[src/rtl/bsync_framer.sv]
module bsync_framer #(
  parameter int PAT_W  = 16,
  parameter int CHAR_W = 8
) (
  input  logic              clk,
  input  logic              rst_n,
  input  logic              rx_bit,
  input  logic              rx_vld,
  input  logic              ext_sync,
  input  logic [1:0]        len_sel,
  input  logic [PAT_W-1:0]  sync_pat,
  input  logic              hunt_restart,
  output logic [CHAR_W-1:0] char_out,
  output logic              char_stb,
  output logic              in_hunt,
  input  logic              tx_start,
  output logic              tx_bit,
  output logic              tx_active,
  output logic              tx_pre_done
);
  localparam int QW = PAT_W / 4;
  localparam int HW = PAT_W / 2;
  localparam int FW = $clog2(PAT_W + 1);
  localparam int BW = $clog2(CHAR_W);
  localparam int TW = $clog2(PAT_W);

  logic [PAT_W-1:0]  hist, win;
  logic [FW-1:0]     fill, fill_nx, nlen;
  logic [CHAR_W-1:0] csh;
  logic [BW-1:0]     bcnt;
  logic              sel_match, match;

  assign win     = {rx_bit, hist[PAT_W-1:1]};
  assign fill_nx = (fill == FW'(PAT_W)) ? fill : fill + 1'b1;

  always_comb begin
    case (len_sel)
      2'b01:   begin nlen = FW'(QW);    sel_match = (win[PAT_W-1 -: QW] == sync_pat[QW-1:0]); end
      2'b10:   begin nlen = FW'(HW);    sel_match = (win[PAT_W-1 -: HW] == sync_pat[HW-1:0]); end
      2'b11:   begin nlen = FW'(PAT_W); sel_match = (win == sync_pat); end
      default: begin nlen = FW'(PAT_W); sel_match = 1'b0; end
    endcase
  end

  assign match = rx_vld && (len_sel != 2'b00) && (fill_nx >= nlen) && sel_match;

  always_ff @(posedge clk or negedge rst_n) begin
    if (!rst_n) begin
      in_hunt  <= 1'b1;
      hist     <= '0;
      fill     <= '0;
      csh      <= '0;
      bcnt     <= '0;
      char_out <= '0;
      char_stb <= 1'b0;
    end else begin
      char_stb <= 1'b0;
      if (hunt_restart) begin
        in_hunt <= 1'b1;
        fill    <= '0;
        bcnt    <= '0;
      end else if (in_hunt) begin
        if (rx_vld) begin
          hist <= win;
          fill <= fill_nx;
        end
        if ((len_sel == 2'b00 && ext_sync) || match) begin
          in_hunt <= 1'b0;
          bcnt    <= '0;
        end
      end else if (rx_vld) begin
        csh <= {rx_bit, csh[CHAR_W-1:1]};
        if (bcnt == BW'(CHAR_W - 1)) begin
          bcnt     <= '0;
          char_out <= {rx_bit, csh[CHAR_W-1:1]};
          char_stb <= 1'b1;
        end else begin
          bcnt <= bcnt + 1'b1;
        end
      end
    end
  end

  logic [PAT_W-1:0] tx_sh;
  logic [TW-1:0]    tx_cnt;
  logic             ack0;

  always_ff @(posedge clk or negedge rst_n) begin
    if (!rst_n) begin
      tx_sh     <= '0;
      tx_cnt    <= '0;
      tx_active <= 1'b0;
      ack0      <= 1'b0;
    end else begin
      ack0 <= 1'b0;
      if (tx_active) begin
        tx_sh  <= tx_sh >> 1;
        tx_cnt <= tx_cnt + 1'b1;
        if (tx_cnt == TW'(PAT_W - 1)) tx_active <= 1'b0;
      end else if (tx_start) begin
        if (len_sel != 2'b00) begin
          tx_sh     <= sync_pat;
          tx_cnt    <= '0;
          tx_active <= 1'b1;
        end else begin
          ack0 <= 1'b1;
        end
      end
    end
  end

  assign tx_bit      = tx_active ? tx_sh[0] : 1'b1;
  assign tx_pre_done = (tx_active && tx_cnt == TW'(PAT_W - 1)) || ack0;
endmodule

[config.mk]
export PLATFORM = sky130hd
export DESIGN_NAME = bsync_framer
export DESIGN_NICKNAME = d
export VERILOG_FILES = /design/src/rtl/bsync_framer.sv
export SDC_FILE = /design/constraint.sdc
export NUM_CORES = 1
export LEC_CHECK = 0
export CORE_AREA = 4 4 79 81
export DETAILED_ROUTE_END_ITERATION = 7
export DIE_AREA = 0 0 83 85
export GPL_TIMING_DRIVEN = 0
export HOLD_SLACK_MARGIN = 0.03
export PLACE_DENSITY = 0.88
export SETUP_SLACK_MARGIN = 0.05
export SYNTH_ARGS = -nofsm -noshare
export SYNTH_HDL_FRONTEND = slang
export SYNTH_SLANG_ARGS = --single-unit
export TNS_END_PERCENT = 50
[constraint.sdc]
create_clock -name clk -period 6.1 [get_ports clk]
set_input_delay 0.61 -clock clk [delete_from_list [all_inputs] [get_ports clk]]
set_output_delay 0.61 -clock clk [all_outputs]
set_load 0.005 [all_outputs]
==> impl_metrics.ini <==
[synthesis]
ys_ff_latch = 62
syn_area_mm2 = 0.00328
syn-mean-instance-area_um2 = 11.5
yosysSeqAreaShare = 0.473
synthCells = 284
yosys_warnings = 0
syn_nets = 322
ys_types = 45

[worst_setup_path]
reg2reg_depth = 10
worst_ep_arrival_time_ps = 2760
worst_path_max_delay_cell = clkdlybuf4s50_1
cp_max_fo = 4
r2r-end = bcnt[2]
rrSetupSlack_ps = 3820
cp.required_ps = 6370
crit_family = buffers and inverters
critPathBufInv = 3
cpPeakStageDelay_ps = 570
r2r_start = fill[0]
cp-end-kind = register
cp-start-kind = primary input
crit_type = primary input to register
path_cells = clkdlybuf4s50_1, inv_1, ha_1, inv_1, ha_1, nor2b_1, o21ai_0, nand3b_1, o21ai_1, a211oi_1, nor2_1

[route]
remaining_drc_errors = 0
firstDrtPassIters = 4
drt-total-wl_um = 6670
drt_iter0_markers = 118
wl_met3_um = 251
vias_per_cell = 5.51
wl_per_cell_um = 16.3
postRouteAntennaNets = 0
vias = 2252
top_layer = met4
met2WireLength_um = 3270
wl_met1_um = 3010

[global_routing]
grt_pass1_wl_um = 11400
antenna_found_initial = 0
grt_usage = 0.200
grt_start_max_net_pins = 38
grt_pass1_vias = 2316
grt_overflow = 0

[power_and_ir_drop]
leakage_nw = 1.86
vdd_drop_max_uv = 225
pwr_density_cell_mw_per_mm2 = 346

[placed_design]
dp_slack_ps = 3370
dpl.hpwl_um = 4890
gp_congestion = 0.847
io_buffers = 36

[die]
die_w_um = 83
io_pins = 38
rows = 27
initial_core_util = 0.599
core_mm2 = 0.00547
die_h_um = 85
die-area_mm2 = 0.00706

[timing]
rsz0062_at_grt = false
worst_pin_slew_ps = 592
finalSetupViolCount = 0
fin_crit_ps = 2480
relSlewSlack = 0.605
maxSlewViolCount = 0
period_share = 0.407
hold_viol_final = 0
fmax_mhz = 402
worst_slack_ps = 3620
setup_tns_ps = 0
clock_skew_ps = 8.40

[clock_network]
cts_buffers = 9
hold_buffers = 0
clockRootBuffer = clkbuf_8
cts-resized-gates = 0
cts.path.max_buffers = 2
h-tree-depth = 3
cts.sinks = 62
path_clk_slew_ps = 70
cts_setup_buffers = 0
clk_latency_ps = 340
cts_tree = built

[min_path]
hold_path_class = primary input to asynchronous set/reset pin

[layout]
regArea_mm2 = 0.00155
syn_to_final_growth_pct = 21.0
nets = 370
antenna_cells = 0
multi_input_area_mm2 = 0.00160
num-fill-cells = 403
layout-drive-gt1-share = 0.166

[run]
maxCapViolCount = 0

[run_status]
status = complete, no violations
[synthesized netlist by cell type]
cell type | number | area [µm²]
dfrtp_1 | 61 | 1530
nand2_1 | 27 | 101
xnor2_1 | 26 | 228
o21ai_0 | 24 | 120
mux2i_1 | 19 | 190
ha_1 | 13 | 163
mux2_2 | 12 | 135
mux2_4 | 10 | 150
nor2_1 | 10 | 37.5
mux2_1 | 8 | 90.1
xor2_1 | 8 | 70.1
nand3_1 | 7 | 35.0
a21oi_1 | 5 | 25.0
clkbuf_1 | 5 | 18.8
inv_1 | 5 | 18.8
buf_6 | 4 | 45.0
nand4_1 | 4 | 25.0
a211oi_1 | 3 | 22.5
nand2b_1 | 3 | 18.8
o21bai_1 | 3 | 22.5
buf_2 | 2 | 10.0
or3_2 | 2 | 15.0
a211o_1 | 1 | 8.76
a21boi_0 | 1 | 7.51
a31oi_1 | 1 | 6.26
a41o_1 | 1 | 10.0
and2_1 | 1 | 6.26
and4bb_2 | 1 | 12.5
buf_12 | 1 | 20.0
buf_4 | 1 | 7.51
dfstp_2 | 1 | 26.3
inv_2 | 1 | 3.75
nand2_2 | 1 | 6.26
nand3b_1 | 1 | 7.51
nand4b_1 | 1 | 8.76
nor2b_1 | 1 | 6.26
nor3_1 | 1 | 5.00
nor3_4 | 1 | 16.3
nor4_1 | 1 | 6.26
nor4_2 | 1 | 12.5
o21a_1 | 1 | 7.51
o21ai_1 | 1 | 5.00
o41ai_1 | 1 | 8.76
or2_1 | 1 | 6.26
or3_1 | 1 | 6.26
[state kept, by name, summed over array words and instances, names as in the netlist]
register / cells
tx_cnt: 4
bcnt: 3
char_out: 8
tx_sh: 16
csh: 7
tx_active: 1
fill: 5
in_hunt: 1
ack0: 1
hist: 15
char_stb: 1
[how the worst max path moves through the flow]
| stage | from | endpoint | slack, ps | cells past startpoint |
|---|---|---|---|---|
| after detailed placement | len_sel[0] | bcnt[0] | 3370 | 11 |
| after floorplan | fill[0] | bcnt[0] | 4120 | 10 |
| after global placement | rst_n | fill[3] | 2480 | 1 |
| after CTS | len_sel[0] | bcnt[0] | 3640 | 11 |
| final | len_sel[0] | bcnt[2] | 3620 | 11 |
| after global routing | len_sel[0] | bcnt[0] | 3440 | 11 |
[per-stage QoR]
| step | utilization | hold slack [ps] | cell area [µm²] | power, mW | instances |
|---|---|---|---|---|---|
| 6_report | 0.725 | 266 | 3970 | 1.37 | 409 |
| 5_1_grt | 0.725 | 299 | 3970 | 1.45 | 409 |
| 3_5_place_dp | 0.684 | 475 | 3740 | 0.976 | 393 |
| 2_1_floorplan | - | 314 | 3280 | 0.854 | 284 |
| 4_1_cts | 0.725 | 281 | 3970 | 1.38 | 409 |
| 3_3_place_gp | 0.682 | 465 | 3730 | 0.951 | 392 |
[logic make-up (layout without fill, tap and decap cells)]
logic type / after synthesis / in the layout / synth area share
AND/OR/NAND/NOR: 65 / 65 / 0.101
flip-flops: 62 / 62 / 0.473
multiplexers: 49 / 49 / 0.172
AO/OA/AOI/OAI: 42 / 42 / 0.0744
XOR/XNOR: 34 / 34 / 0.0908
buffers and inverters: 19 / 72 / 0.0378
adder cells (fa/ha/maj): 13 / 13 / 0.0496
[layer usage]
metal / vias to the layer above / GRT usage
li1: 1076 / -
met1: 1108 / 0.257
met2: 54 / 0.327
met3: 14 / 0.0447
met4: 0 / 0.0906
met5: - / 0
[cell type report]
class                   instances  area share
plain buffers                  13      0.0255
clock buffers                  10      0.0347
clock inverters                 6      0.0214
inverters                       6     0.00568
multi-input cells             203       0.404
flip-flops and latches         62       0.391
well taps                      72      0.0227
repair buffers                 37      0.0946
[worst register-to-register path, cell delays in order (launching register included)]
cell and delay, ps:
dfrtp_1 440, inv_1 70, ha_1 200, and4bb_2 260, nand2b_1 170, ha_1 290, nand4b_1 90, nor2_1 120
o21ai_1 150, a211oi_1 310, nor2_1 80
[cells in the final DEF (no fill, tap or decap), drive strengths merged, types with 2 or more instances in the layout]
cell type       n
nor2           10
nand2          28
nor3            2
xor2            8
buf            10
ha             13
clkinv          2
mux2i          19
o21bai          3
clkdlybuf4s50  35
dfrtp          61
clkbuf         15
clkinvlp        2
or3             3
nor4            2
nand4           4
nand2b          3
xnor2          26
bufinv          2
mux2           30
a21oi           5
a211oi          3
nand3           7
o21ai          25
inv             6
[where the power goes]
group | switching, mW | total, mW | leakage (nW) | internal [mW]
sequential | 0.0989 | 0.615 | 0.813 | 0.516
clock | 0.162 | 0.401 | 0.108 | 0.240
combinational | 0.161 | 0.358 | 0.942 | 0.197
No activity file was read; power rests on OpenSTA's default activity.
